$ cat config.mk
export PLATFORM = sky130hd
export DESIGN_NAME = quad_retry_ctrl
export DESIGN_NICKNAME = d
export VERILOG_FILES = /design/src/rtl/qrc_pkg.sv /design/src/rtl/qrc_interval.sv /design/src/rtl/qrc_diag.sv /design/src/rtl/qrc_channel.sv /design/src/rtl/quad_retry_ctrl.sv
export SDC_FILE = /design/constraint.sdc
export NUM_CORES = 1
export LEC_CHECK = 0
export BUFFER_PORTS_ARGS = -buffer_cell sky130_fd_sc_hd__buf_2
export CORE_ASPECT_RATIO = 0.8
export CORE_MARGIN = 3
export CORE_UTILIZATION = 40
export CTS_CLUSTER_DIAMETER = 60
export DETAILED_ROUTE_END_ITERATION = 12
export GPL_TIMING_DRIVEN = 0
export SLEW_MARGIN = 20
export SYNTH_ARGS = -nofsm -noshare
export SYNTH_HDL_FRONTEND = slang
export SYNTH_HIERARCHICAL = 1
export SYNTH_SLANG_ARGS = --single-unit
$ cat constraint.sdc
create_clock -name clk -period 2.6 [get_ports clk]
set_input_delay 0.52 -clock clk [delete_from_list [all_inputs] [get_ports clk]]
set_output_delay 0.52 -clock clk [all_outputs]
set_load 0.01 [all_outputs]
$ cat src/rtl/qrc_pkg.sv
package qrc_pkg;
    typedef enum logic [1:0] {
        CH_IDLE    = 2'd0,
        CH_RUN     = 2'd1,
        CH_LIMIT   = 2'd2,
        CH_BACKOFF = 2'd3
    } ch_state_t;
endpackage

$ cat src/rtl/qrc_interval.sv
// Derives effective interval lengths from the programmed counts.
module qrc_interval #(
    parameter int CW = 16,
    parameter int SH = 6,
    localparam int LW = CW + SH
) (
    input  logic [CW-1:0] on_ticks,
    input  logic [CW-1:0] off_ticks,
    output logic [LW-1:0] on_len,
    output logic [LW-1:0] off_len,
    output logic          prot_en
);
    always_comb begin
        on_len  = (on_ticks == '0) ? LW'(1) : LW'(on_ticks);
        off_len = (off_ticks == '0) ? {on_ticks, {SH{1'b0}}} : LW'(off_ticks);
        prot_en = (on_ticks != '0) || (off_ticks != '0);
    end
endmodule

$ cat src/rtl/qrc_diag.sv
// Merges global and per-channel fault sources.
module qrc_diag #(
    parameter int NCH = 4
) (
    input  logic [NCH-1:0] backoff,
    input  logic           uv,
    input  logic           ot,
    output logic           blk,
    output logic           diag_n
);
    always_comb begin
        blk    = uv | ot;
        diag_n = ~(blk | (|backoff));
    end
endmodule

$ cat src/rtl/qrc_channel.sv
// One channel: retry state machine with its interval counter.
module qrc_channel
    import qrc_pkg::*;
#(
    parameter int LW = 22
) (
    input  logic          clk,
    input  logic          rst_n,
    input  logic          cmd,
    input  logic          ovc,
    input  logic          blk,
    input  logic          prot_en,
    input  logic [LW-1:0] on_len,
    input  logic [LW-1:0] off_len,
    output logic          drive_on,
    output logic          in_backoff
);
    ch_state_t     st, st_nx;
    logic [LW-1:0] cnt, cnt_nx;
    logic          last;

    assign last = (cnt <= LW'(1));

    always_comb begin
        st_nx  = st;
        cnt_nx = cnt;
        if (blk || !cmd) begin
            st_nx  = CH_IDLE;
            cnt_nx = '0;
        end else begin
            unique case (st)
                CH_IDLE: st_nx = CH_RUN;
                CH_RUN: begin
                    if (ovc && prot_en) begin
                        st_nx  = CH_LIMIT;
                        cnt_nx = on_len;
                    end
                end
                CH_LIMIT: begin
                    if (!last) begin
                        cnt_nx = cnt - LW'(1);
                    end else if (ovc) begin
                        st_nx  = CH_BACKOFF;
                        cnt_nx = off_len;
                    end else begin
                        st_nx  = CH_RUN;
                        cnt_nx = '0;
                    end
                end
                CH_BACKOFF: begin
                    if (!last) begin
                        cnt_nx = cnt - LW'(1);
                    end else if (ovc) begin
                        st_nx  = CH_LIMIT;
                        cnt_nx = on_len;
                    end else begin
                        st_nx  = CH_RUN;
                        cnt_nx = '0;
                    end
                end
                default: begin
                    st_nx  = CH_IDLE;
                    cnt_nx = '0;
                end
            endcase
        end
    end

    always_ff @(posedge clk or negedge rst_n) begin
        if (!rst_n) begin
            st  <= CH_IDLE;
            cnt <= '0;
        end else begin
            st  <= st_nx;
            cnt <= cnt_nx;
        end
    end

    always_comb begin
        drive_on   = (st == CH_RUN) || (st == CH_LIMIT);
        in_backoff = (st == CH_BACKOFF);
    end

    assert_trip_R2: assert property (@(posedge clk) disable iff (!rst_n)
        (st == CH_RUN && ovc && prot_en && cmd && !blk) |=> (st == CH_LIMIT));

    assert_limit_hold_R2: assert property (@(posedge clk) disable iff (!rst_n)
        (st == CH_LIMIT && !last && cmd && !blk) |=> (st == CH_LIMIT));

    assert_backoff_hold_R3: assert property (@(posedge clk) disable iff (!rst_n)
        (st == CH_BACKOFF && !last && cmd && !blk) |=> (st == CH_BACKOFF));

    assert_expire_hold_R4: assert property (@(posedge clk) disable iff (!rst_n)
        (st == CH_LIMIT && last && ovc && cmd && !blk) |=> (st == CH_BACKOFF));

    assert_no_trip_R6: assert property (@(posedge clk) disable iff (!rst_n)
        (st == CH_RUN && !prot_en && cmd && !blk) |=> (st == CH_RUN));

    assert_global_drop_R9: assert property (@(posedge clk) disable iff (!rst_n)
        blk |=> (st == CH_IDLE && cnt == '0));

    assert_cmd_drop_R11: assert property (@(posedge clk) disable iff (!rst_n)
        !cmd |=> (st == CH_IDLE));
endmodule

$ cat src/rtl/quad_retry_ctrl.sv
module quad_retry_ctrl #(
    parameter int NCH = 4,
    parameter int CW  = 16,
    parameter int SH  = 6,
    localparam int LW = CW + SH
) (
    input  logic           clk,
    input  logic           rst_n,
    input  logic [NCH-1:0] cmd,
    input  logic [NCH-1:0] ovc,
    input  logic           uv,
    input  logic           ot,
    input  logic [CW-1:0]  on_ticks,
    input  logic [CW-1:0]  off_ticks,
    output logic [NCH-1:0] drv_en,
    output logic           diag_n
);
    logic [LW-1:0]  on_len, off_len;
    logic           prot_en, blk;
    logic [NCH-1:0] drive_on, backoff;

    qrc_interval #(.CW(CW), .SH(SH)) u_interval (
        .on_ticks (on_ticks),
        .off_ticks(off_ticks),
        .on_len   (on_len),
        .off_len  (off_len),
        .prot_en  (prot_en)
    );

    for (genvar i = 0; i < NCH; i++) begin : g_ch
        qrc_channel #(.LW(LW)) u_ch (
            .clk       (clk),
            .rst_n     (rst_n),
            .cmd       (cmd[i]),
            .ovc       (ovc[i]),
            .blk       (blk),
            .prot_en   (prot_en),
            .on_len    (on_len),
            .off_len   (off_len),
            .drive_on  (drive_on[i]),
            .in_backoff(backoff[i])
        );
    end

    qrc_diag #(.NCH(NCH)) u_diag (
        .backoff(backoff),
        .uv     (uv),
        .ot     (ot),
        .blk    (blk),
        .diag_n (diag_n)
    );

    assign drv_en = rst_n ? (drive_on & {NCH{~blk}}) : '0;

    assert_backoff_flag_R7: assert property (@(posedge clk) disable iff (!rst_n)
        (backoff != '0) |-> !diag_n);

    assert_fault_off_R9: assert property (@(posedge clk) disable iff (!rst_n)
        (uv || ot) |-> (drv_en == '0 && !diag_n));
endmodule

==> Word-level counts from Yosys, hierarchy flattened <==
Cells that the tools add are included.
{ "op_classes": {"addsub": 4, "magnitude_cmp": 4, "eq_ne": 24, "n_mux": 59, "bitwise_logic": 5, "reduce_logical": 38} }
{ "op_table": {"columns": ["op", "count"], "rows": [
  ["two-way mux 22 bit", 21],
  ["one-hot mux 22 bit (3 select lines)", 4],
  ["<= comparator 22 x 1 -> 1 bit (second input constant)", 4],
  ["subtractor 22 x 1 -> 22 bit (second input constant)", 4],
  ["two-way mux 16 bit", 5],
  ["two-way mux 2 bit", 24],
  ["logical NOT 16 bit", 2],
  ["one-hot mux 2 bit (4 select lines)", 4],
  ["nonzero test 16 bit", 2],
  ["inequality test 3 x 1 -> 1 bit (second input constant)", 8],
  ["== test 2 bit (second input constant)", 8],
  ["nonzero test 4 bit", 4],
  ["inequality test 3 bit (second input constant)", 4],
  ["AND reduction 3 bit", 4],
  ["logical OR 1 bit", 9],
  ["== test 2 x 1 -> 1 bit (second input constant)", 4],
  ["logical NOT 2 bit", 4],
  ["AND reduction 2 bit", 4],
  ["bitwise AND 4 bit", 1],
  ["logical AND 1 bit", 4],
  ["logical NOT 1 bit", 4],
  ["two-way mux 4 bit", 1],
  ["OR reduction 4 bit", 1],
  ["inverter 1 bit", 2],
  ["OR 1 bit", 2]
]} }
{ "totals": {"ff_bits": 96, "input_bits": 44, "word_cells": 142} }

==> Longest topological paths before layout <==
Gate-level depths: netlist (run 1).
{ "depth": {"ltp_word": 6, "ltp_mapped": 12, "mapped_depth_nobuf": 9} }

==> Hierarchy <==
The synthesis (run 1) kept the hierarchy.
{ "modules_own_cells": {"columns": ["module", "n_inst", "cells_per_inst", "area_per_inst_um2", "seq_area_each_um2"], "rows": [
  ["qrc_channel at g_ch[1].u_ch ...", 2, 228, 1923.1, 600.6],
  ["qrc_channel at g_ch[0].u_ch", 1, 248, 2073.2, 600.6],
  ["qrc_channel at g_ch[3].u_ch", 1, 245, 2030.7, 600.6],
  ["qrc_interval", 1, 58, 344.1, 0.0],
  ["quad_retry_ctrl", 1, 4, 35.0, 0.0],
  ["qrc_diag", 1, 3, 17.5, 0.0]
]} }

==> Worst setup path after synthesis (run 1) <==
No wires, ideal clock.
{ "synth_timing": {"path_kind": "input-to-reg", "startpoint": "input off_ticks[5]", "endpoint": "register g_ch[0].u_ch.cnt[19]", "setup_ns": 0.137, "arrival_ns": 2.449, "required_time_ns": 2.463, "path_slack_ns": 0.014, "stages": 12, "cell_sequence": "nor4_1 and4_1 buf_6 buf_8 nand2_1 a21boi_0 or2_2 clkbuf_1 clkbuf_1 nor3_1 nand3_1 nand3_1"} }
{ "synth_lines": {"columns": ["element", "line_no", "rtl"], "rows": [
  ["start, declared", "quad_retry_ctrl.sv:14", "input logic [CW-1:0] off_ticks,"],
  ["nonzero test 16 bit", "qrc_interval.sv:16", "prot_en = (on_ticks != '0) || (off_ticks != '0);"],
  ["logical OR 1 bit", "qrc_interval.sv:16", null],
  ["named net prot_en", "quad_retry_ctrl.sv:19", "logic prot_en, blk;"],
  ["logical AND 1 bit", "qrc_channel.sv:34", "if (ovc && prot_en) begin"],
  ["inequality test 3 x 1 -> 1 bit (no line)", null, null],
  ["AND reduction 2 bit (no line)", null, null],
  ["end signal, assigned", "qrc_channel.sv:75", "cnt <= cnt_nx;"],
  ["end, declared", "qrc_channel.sv:19", "logic [LW-1:0] cnt, cnt_nx;"]
]} }
The timed path passes the listed nets, and every way through them passes these cells.
A chain may end at the register's enable or synchronous reset.

==> Worst setup path in the final report (run 1) <==
{ "layout_timing": {"startpoint": "input off_ticks[13]", "endpoint": "register g_ch[3].u_ch.cnt[10]"} }
{ "layout_lines": {"columns": ["element", "line_no"], "rows": [
  ["nonzero test 16 bit", "qrc_interval.sv:16"],
  ["logical OR 1 bit", "qrc_interval.sv:16"],
  ["named net prot_en", "quad_retry_ctrl.sv:19"],
  ["logical AND 1 bit", "qrc_channel.sv:34"],
  ["inequality test 3 x 1 -> 1 bit (no line)", null],
  ["AND reduction 2 bit (no line)", null],
  ["end signal, assigned", "qrc_channel.sv:75"],
  ["end, declared", "qrc_channel.sv:19"]
]} }
The timed path passes the listed nets, and every way through them passes these cells.

==> flow_summary.ini, run 1 <==
[setup_path]
worst_ep_arrival_time_ns = 2.78
path_class = input pin to flop
critPathLaunchType = input pin
critPathMaxFanout = 10
cp_data_required_time_ns = 2.84
end_kind = flop

[synth]
synth-seq-area-share_pct = 28.8
synth.distinct_cells = 91
yosys_warnings = 6
synth_area_um2 = 8350
synth_async_sr_flop_share_pct = 100
synth.ff_latch_count = 96
syn_avg_cell_area_um2 = 8.23
most_instantiated_flip_flop_cell_in_the_synthesis_netlist = dfrtp_1
synth-edff-count = 0
synth_cells = 1014

[timing]
worstMarginPinSlew_ns = 0.851
timing.final.setup_violations = 0
fin_skew_ns = 0.0105
finalWorstPathRequiredPeriod_ns = 2.54
period_share_pct = 97.6
achievable-frequency_mhz = 394
timing.slew.headroom_pct = 43.3
postLayoutSetupSlackWorst_ns = 0.0632
finalHoldViolations = 0
timing_max_transition_violations_final = 0

[power]
power-per-cell-area_nw_per_um2 = 410
power.static_leakage_nw = 4.21
peakVddDrop_v = 0.000260

[clock_network]
holdBufCountCts = 0
clock_insertion_delay_worst_skew_ns = 0.36
max-clock-path-buffers = 2
clk_pin_slew_worst_paths_ns = 0.08
clock_tree_from_tritoncts = built
clock-root-buffer = clkbuf_16
clock-sinks = 96
cts_buffers = 9
clock_tree.htree_level_count = 3

[place]
dpl.hpwl_um = 23000
final_estimated_routing_congestion_in_global_placement = 0.966
port-buffer-count = 47
detailedPlace.worstSlack_ns = -1.33

[layout]
fill_cells = 2034
fraction_of_layout_cells_with_a_size_suffix_above_1_pct = 18.0
utilization_pct = 47.0
flow.area_growth_from_synthesis_pct = 13.3
antenna_cells = 0
final_cell_mix = a21oi_1, dfrtp_1, o21ai_0
final_nets = 1154

[global_routing]
pin_count_of_the_biggest_net_entering_global_routing = 52
remaining_global_route_overflow = 0
grt_usage_pct = 28.1
first_global_vias = 8149
grt_first_pass_wirelength_um = 49300
grt_antenna_before_repair = 0

[job]
max-cap-violations = 0

[drt]
count_of_nets_left_with_antenna_violations_after_detail_routing = 0
detail_route.drc_violations = 0
first_pass_iters = 6
drt-initial-drc-count = 1019
avgViaCountPerCell = 6.58
routed_wire_length_per_instance_um = 24.0
detailroute.via_count = 8913
totalWireLength_um = 32500

[floorplanning]
design.portCount = 49
die_h_um = 135
die_width_um = 168
die_area_um2 = 22600
core_area_um2 = 20100
initial_core_util_pct = 41.4
rows = 46

[run_status]
outcome = finished clean

[hold_path]
min-delay-path-class = input pin to async pin
-- path summary, 6_finish.rpt --
| check | start | to | slack (ns) | cells after the start |
|---|---|---|---|---|
| min in group clk | ovc[2] | g_ch[2].u_ch/st[1]$_DFFE_PN0P_ | 0.52 | 3 |
| setup reg to reg | g_ch[2].u_ch/cnt[7]$_DFFE_PN0P_ | g_ch[2].u_ch/cnt[17]$_DFFE_PN0P_ | 0.10 | 6 |
| setup / recovery | off_ticks[13] | g_ch[3].u_ch/cnt[10]$_DFFE_PN0P_ | 0.06 | 10 |
| hold reg to reg | g_ch[1].u_ch/cnt[9]$_DFFE_PN0P_ | g_ch[1].u_ch/cnt[9]$_DFFE_PN0P_ | 0.53 | 1 |
| hold / removal | rst_n | g_ch[0].u_ch/cnt[2]$_DFFE_PN0P_ | 0.08 | 1 |
| max in group asynchronous | rst_n | g_ch[2].u_ch/cnt[18]$_DFFE_PN0P_ | 1.86 | 2 |
-- synth_stat cells, types with 19 or more instances --
cell	number	area share (%)
a21o_1	19	1.7
a21oi_1	96	5.8
a22oi_1	33	3.0
a31oi_1	25	1.9
clkbuf_1	52	2.3
dfrtp_1	96	29
ha_1	24	3.6
inv_1	32	1.4
nand2_1	78	3.5
nand3_1	36	2.2
nor2_1	68	3.1
nor4_1	20	1.5
o21ai_0	95	5.7
xnor2_1	19	2.0
-- cells by family (layout without fill, tap and decap cells) --
family	Yosys count	in the layout	share of synthesized area, %
AO/OA/AOI/OAI	418	418	34.0
AND/OR/NAND/NOR	332	332	23.7
buffers and inverters	111	182	6.45
flip-flops	96	96	28.8
XOR/XNOR	32	32	3.36
adder cells (fa/ha/maj)	24	24	3.60
other	1	6	0.0449
-- routing by layer --
layer / global-route usage [%] / share of wire, % / wire (um)
met1: 39.4 / 43 / 13900
met2: 42.4 / 43 / 13800
met3: 7.79 / 12 / 3770
met4: 8.50 / 3.2 / 1040
met5: 0 / 0 / 0
-- critical path, stage by stage --
cell,delay (ns)
buf_2,0.12
nor4_4,0.39
and4_1,0.26
buf_6,0.14
buf_8,0.13
nand2_2,0.18
a21boi_2,0.24
or2_1,0.27
nor2_1,0.23
a32o_1,0.28
-- per-stage QoR --
step                total power [W]  instances  TNS [ns]  hold slack, ns  instance area [um^2]
floorplan                   0.00210       1019         0           0.224                  8370
global placement            0.00239       1330   -110.81           0.505                  8930
detailed placement          0.00240       1331    -85.08           0.509                  8960
CTS                         0.00385       1344         0           0.120                  9330
global route                0.00401       1354   -0.0565           0.127                  9460
finish                      0.00388       1354         0          0.0840                  9460
-- sequential cells by signal (all words and copies together), names as in the netlist --
register       cells
g_ch.u_ch/cnt     88
g_ch.u_ch/st       8
-- report_power, final --
group	internal (W)	switching [W]	leakage, nW	total (W)
clock network	0.000799	0.000649	0.152	0.00145
logic	0.000287	0.000600	2.72	0.000888
registers	0.00151	0.0000302	1.34	0.00154
-- final cells by class --
| class | instances | area, um^2 | area share (%) |
|---|---|---|---|
| multi-input combinational | 812 | 5510 | 58.3 |
| sequential | 96 | 2400 | 25.4 |
| buffer | 75 | 429 | 4.54 |
| timing repair buffer | 60 | 359 | 3.80 |
| tap | 264 | 330 | 3.49 |
| clock buffer | 11 | 253 | 2.67 |
| inverter | 32 | 120 | 1.27 |
| clock inverter | 4 | 52.6 | 0.556 |
-- what timing repair did --
action | CTS | global route
setup buffers | 0 | 12
pin swaps | 0 | 4
cloned | 0 | 0
resized for setup | 18 | 25
setup endpoints to repair | 93 | 76
Note: power is estimated with default switching activity, not from simulation.
==> inputs of run 2 (changes only) <==
- SYNTH_HIERARCHICAL: 1 -> not set
==> flow_summary.ini, run 2 <==
[run_status]
outcome = finished clean

[job]
max-cap-violations = 0

[synth]
synth_area_um2 = 7780
synth_async_sr_flop_share_pct = 100
synth_top_cell_by_area = dfrtp_1
synth-edff-count = 0
synth.distinct_cells = 74
synth_most_common_cell = nand2_1
syn_avg_cell_area_um2 = 8.01
synth-seq-area-share_pct = 30.9
synth_top_family_by_area = compound AO/OA/AOI/OAI gates
synthesis.nets = 1039
yosys_warnings = 0
synth_top_cell_area_share_pct = 30.9
synth_cells = 971
synth_simple_gate_area_share_pct = 25.2
synth.area.mux_share_pct = 0.515
synthXorXnorAreaFrac_pct = 5.29
synth.ff_latch_count = 96
synth-adder-area-share_pct = 3.86
synth_compound_area_share_pct = 29.5
synth_area_leaders = dfrtp_1, nand2_1, a221o_1
most_instantiated_flip_flop_cell_in_the_synthesis_netlist = dfrtp_1
synth_common_cells = nand2_1, dfrtp_1, nor2_1, o21ai_0, a21oi_1

[drt]
routed_wire_length_per_instance_um = 23.4
detail_route.drc_violations = 0
first_pass_iters = 5
count_of_nets_left_with_antenna_violations_after_detail_routing = 0
detailroute.via_count = 8455
drt-initial-drc-count = 1184
totalWireLength_um = 30200
avgViaCountPerCell = 6.55

[timing]
timing_max_transition_violations_final = 0
timing.slew.headroom_pct = 40.7
timing.final.setup_violations = 0
achievable-frequency_mhz = 389
finalWorstPathRequiredPeriod_ns = 2.57
grt_setup_unrepaired = yes
worstMarginPinSlew_ns = 0.889
fin_skew_ns = 0.00988
finalHoldViolations = 0
postLayoutSetupSlackWorst_ns = 0.0304
period_share_pct = 98.8

[place]
port-buffer-count = 42
dpl.hpwl_um = 21100
final_estimated_routing_congestion_in_global_placement = 0.951
detailedPlace.worstSlack_ns = -1.18

[clock_network]
clk_pin_slew_worst_paths_ns = 0.07
cts_buffers = 9
clock_tree.htree_level_count = 3
clock-sinks = 96
clock_insertion_delay_worst_skew_ns = 0.37
max-clock-path-buffers = 2
clock-root-buffer = clkbuf_16
clock_tree_from_tritoncts = built

[layout]
register_with_the_most_flip_flops = g_ch.u_ch.cnt
fraction_of_layout_cells_with_a_size_suffix_above_1_pct = 17.3
final_cell_mix = nand2_1, dfrtp_1, nor2_1
antenna_cells = 0
layout_top_registers = g_ch.u_ch.cnt: 88 flops, g_ch.u_ch.st: 8 flops
fill_cells = 1870
final_nets = 1101
largest_reg_flops = 88
flow.area_growth_from_synthesis_pct = 17.7
most_common_cell_after_layout_fill_and_taps_aside = nand2_1
utilization_pct = 49.2

[global_routing]
grt_first_pass_wirelength_um = 46000
first_global_vias = 7792
remaining_global_route_overflow = 0
grt_usage_pct = 28.2
grt_antenna_before_repair = 0
pin_count_of_the_biggest_net_entering_global_routing = 66

[floorplanning]
die_area_um2 = 21200
die_width_um = 162
rows = 44
die_h_um = 131
core_area_um2 = 18600
initial_core_util_pct = 41.8
design.portCount = 49

[power]
peakVddDrop_v = 0.000340
power.static_leakage_nw = 3.98
power-per-cell-area_nw_per_um2 = 439

[setup_path]
worst-r2r-setup-slack_ns = 0.03
path_class = flop to flop
cp_data_required_time_ns = 2.90
critPathLaunchType = flop
crit_path_end = g_ch[2].u_ch.cnt[14]$_DFFE_PN0P_
worst_ep_arrival_time_ns = 2.87
startpoint = g_ch[2].u_ch.cnt[8]$_DFFE_PN0P_
critPathMaxFanout = 5
worst_reg2reg_path_length_in_cells = 8
worstReg2RegStart = g_ch[2].u_ch.cnt[8]$_DFFE_PN0P_
end_kind = flop
timing.rr.end = g_ch[2].u_ch.cnt[14]$_DFFE_PN0P_

[hold_path]
min-delay-path-class = input pin to async pin
==> run 2: worst min-delay path by stage <==
stage | endpoint | cells after the start | slack (ns) | start
after floorplan | g_ch[0].u_ch.cnt[0]$_DFFE_PN0P_ | 0 | 0.22 | rst_n
after global routing | g_ch[0].u_ch.cnt[14]$_DFFE_PN0P_ | 1 | 0.06 | rst_n
after global placement | g_ch[2].u_ch.cnt[21]$_DFFE_PN0P_ | 1 | 0.48 | g_ch[2].u_ch.cnt[21]$_DFFE_PN0P_
final | g_ch[0].u_ch.cnt[8]$_DFFE_PN0P_ | 1 | 0.04 | rst_n
after CTS | g_ch[0].u_ch.cnt[8]$_DFFE_PN0P_ | 1 | 0.05 | rst_n
after detailed placement | g_ch[0].u_ch.cnt[8]$_DFFE_PN0P_ | 1 | 0.44 | rst_n
==> run 2: cells by family (layout without fill, tap and decap cells) <==
logic type | Yosys count | count (layout)
AO/OA/AOI/OAI | 325 | 325
XOR/XNOR | 47 | 47
adder cells (fa/ha/maj) | 24 | 24
buffers and inverters | 96 | 162
flip-flops | 96 | 96
multiplexers | 4 | 4
AND/OR/NAND/NOR | 379 | 379
==> run 2: report_power, final <==
part / internal [W] / leakage (nW) / switching [W] / total, W
Clock: 0.000963 / 0.161 / 0.000662 / 0.00163
Sequential: 0.00151 / 1.34 / 0.0000201 / 0.00153
Combinational: 0.000316 / 2.48 / 0.000558 / 0.000873
Total: 0.00278 / 3.98 / 0.00124 / 0.00402
==> run 2: area by class of cell <==
class,instances,area [um^2],share of cell area (%)
flip-flops and latches,96,2400,26.2
plain buffers,56,283,3.09
well taps,253,317,3.46
inverters,31,116,1.27
repair buffers,60,375,4.10
clock inverters,5,105,1.15
multi-input cells,779,5320,58.1
clock buffers,10,239,2.61
==> run 2: critical path: stages, from the launching register on <==
cell,delay (ns)
dfrtp_2,0.43
or3_4,0.41
or4b_4,0.50
or3_4,0.38
buf_4,0.17
o21ai_4,0.15
and2_4,0.18
buf_6,0.12
a221o_1,0.15
==> run 2: through the flow <==
step           instance area (um^2)  hold WS, ns  total power (W)  std cells  setup TNS [ns]
6_report                       9160       0.0405          0.00402       1290               0
3_5_place_dp                   8340        0.444          0.00232       1267          -72.96
4_1_cts                        8960       0.0549          0.00398       1292         -0.0425
3_3_place_gp                   8310        0.485          0.00231       1266          -92.03
2_1_floorplan                  7780        0.224          0.00204        971               0
5_1_grt                        9160       0.0647          0.00416       1290         -0.0339
==> run 2: what timing repair did <==
item	in CTS	in global routing
hold buffers	0	0
resized for setup	63	56
gates cloned	1	0
setup endpoints to repair	93	84
endpoints found under the hold margin	0	0
pin swaps	10	7
setup buffers	13	3
==> run 2: routing by layer <==
layer  wire, um  track usage (%)
met1      13400             40.4
met2      12900             40.8
met3       3360             8.60
met5          0                0
met4        624             8.48
==> inputs of run 3 (changes only) <==
- BUFFER_PORTS_ARGS: -buffer_cell sky130_fd_sc_hd__buf_2 -> -buffer_cell sky130_fd_sc_hd__clkbuf_2
==> flow_summary.ini, run 3 (same netlist as run 2, synthesis figures left out) <==
[timing]
worst_hold_slack_ns = 0.0129
timing.slew.headroom_pct = 41.3
timing.final.setup_violations = 11
setup-tns-final_ns = -0.135
timing_max_transition_violations_final = 0
finalWorstPathRequiredPeriod_ns = 2.63
fin_skew_ns = 0.0123
grt_setup_unrepaired = yes
achievable-frequency_mhz = 380
finalHoldViolations = 0
period_share_pct = 101
postLayoutSetupSlackWorst_ns = -0.0347
worstMarginPinSlew_ns = 0.880

[drt]
totalWireLength_um = 30600
avgViaCountPerCell = 6.67
detailroute.via_count = 8631
routed_wire_length_per_instance_um = 23.6
first_pass_iters = 6
drt-initial-drc-count = 1206
detail_route.drc_violations = 0
count_of_nets_left_with_antenna_violations_after_detail_routing = 0

[layout]
final_cell_mix = nand2_1, dfrtp_1, nor2_1
final_nets = 1104
most_common_cell_after_layout_fill_and_taps_aside = nand2_1
largest_reg_flops = 88
fraction_of_layout_cells_with_a_size_suffix_above_1_pct = 17.3
final_cell_count_no_fill = 1294
register_with_the_most_flip_flops = g_ch.u_ch.cnt
utilization_pct = 49.2
flow.area_growth_from_synthesis_pct = 17.7
antenna_cells = 0
layout_top_registers = g_ch.u_ch.cnt: 88 flops, g_ch.u_ch.st: 8 flops

[place]
port-buffer-count = 42
dpl.hpwl_um = 21100
final_estimated_routing_congestion_in_global_placement = 0.936
detailedPlace.worstSlack_ns = -1.18
place.detailed.instances = 1267

[clock_network]
cts_buffers = 9
clock_insertion_delay_worst_skew_ns = 0.36
clock_tree.htree_level_count = 3
clock-root-buffer = clkbuf_16
clock_tree_from_tritoncts = built
clock-sinks = 96
clk_pin_slew_worst_paths_ns = 0.08
max-clock-path-buffers = 2
holdBufCountCts = 0

[global_routing]
pin_count_of_the_biggest_net_entering_global_routing = 79
grt_antenna_before_repair = 0
grt_usage_pct = 28.3
first_global_vias = 7843
remaining_global_route_overflow = 0
grt_first_pass_wirelength_um = 46400

[floorplanning]
rows = 44
core_area_um2 = 18600
die_h_um = 131
design.portCount = 49
die_area_um2 = 21200
initial_core_util_pct = 41.8
die_width_um = 162

[job]
max-cap-violations = 0

[setup_path]
worstReg2RegStart = g_ch[2].u_ch.cnt[10]$_DFFE_PN0P_
path_class = flop to flop
worst_reg2reg_path_length_in_cells = 6
worst_ep_arrival_time_ns = 2.90
critPathMaxFanout = 5
end_kind = flop
critPathLaunchType = flop
cp_data_required_time_ns = 2.87
worst-r2r-setup-slack_ns = -0.03
timing.rr.end = g_ch[2].u_ch.cnt[15]$_DFFE_PN0P_

[power]
power.static_leakage_nw = 3.97
power-per-cell-area_nw_per_um2 = 431
peakVddDrop_v = 0.000258

[run_status]
outcome = finished, violations left
violations_in_the_final_reports = setup timing

[hold_path]
min-delay-path-class = input pin to async pin
run 3: cell types whose count changed in the layout (fill, tap and decap cells not counted), moves of 2 or more:
| cell | before | now |
|---|---|---|
| clkinv_4 | 0 | 2 |
| nor4_1 | 26 | 30 |
| buf_4 | 19 | 22 |
| nor4_2 | 9 | 5 |
| buf_2 | 47 | 2 |
| clkbuf_2 | 16 | 59 |
run 3: where the power goes:
group	internal, W	total [W]	switching (W)
clock	0.000875	0.00154	0.000664
sequential	0.00151	0.00153	0.0000203
combinational	0.000322	0.000883	0.000561
total	0.00270	0.00395	0.00125
run 3: worst max-delay path by stage:
stage	start	end	slack (ns)	cells past startpoint
2_1_floorplan	g_ch[2].u_ch.cnt[8]$_DFFE_PN0P_	g_ch[2].u_ch.cnt[15]$_DFFE_PN0P_	0.04	7
3_3_place_gp	off_ticks[2]	g_ch[1].u_ch.cnt[13]$_DFFE_PN0P_	-1.18	9
3_5_place_dp	on_ticks[9]	g_ch[3].u_ch.cnt[21]$_DFFE_PN0P_	-1.18	9
4_1_cts	g_ch[3].u_ch.cnt[16]$_DFFE_PN0P_	g_ch[3].u_ch.cnt[14]$_DFFE_PN0P_	0.003	9
5_1_grt	g_ch[2].u_ch.cnt[10]$_DFFE_PN0P_	g_ch[2].u_ch.cnt[15]$_DFFE_PN0P_	-0.08	6
6_report	g_ch[2].u_ch.cnt[10]$_DFFE_PN0P_	g_ch[2].u_ch.cnt[15]$_DFFE_PN0P_	-0.03	6
run 3: final cells by class:
| type | count | area, um^2 |
|---|---|---|
| plain buffers | 56 | 284 |
| clock buffers | 10 | 239 |
| clock inverters | 6 | 92.6 |
| fillers | 1891 | 9450 |
| inverters | 31 | 116 |
| multi-input cells | 779 | 5300 |
| flip-flops and latches | 96 | 2400 |
| well taps | 253 | 317 |
| repair buffers | 63 | 400 |
run 3: worst max-delay path, cell delays in order (launching register included):
cell	delay (ns)
dfrtp_1	0.41
or3_4	0.42
or4b_4	0.51
or3_4	0.43
or3_1	0.35
and4b_1	0.23
o31ai_2	0.19
run 3: routing by layer:
| metal | up-vias | track usage [%] | wire length, um |
|---|---|---|---|
| li1 | 3846 | - | - |
| met1 | 4151 | 39.9 | 13200 |
| met2 | 541 | 40.2 | 12500 |
| met3 | 93 | 9.74 | 3790 |
| met4 | 0 | 10.2 | 1030 |
| met5 | - | 0 | 0 |
run 3: timing repair:
item | in CTS | in global routing
pin swaps | 9 | 5
setup buffers | 13 | 6
endpoints found under the setup margin | 92 | 82
resized for setup | 69 | 42
cloned | 0 | 1
run 3: metrics by stage:
stage | power, W | area (um^2)
floorplan | 0.00204 | 7780
global placement | 0.00232 | 8310
detailed placement | 0.00232 | 8340
CTS | 0.00391 | 8960
global route | 0.00409 | 9160
finish | 0.00395 | 9160
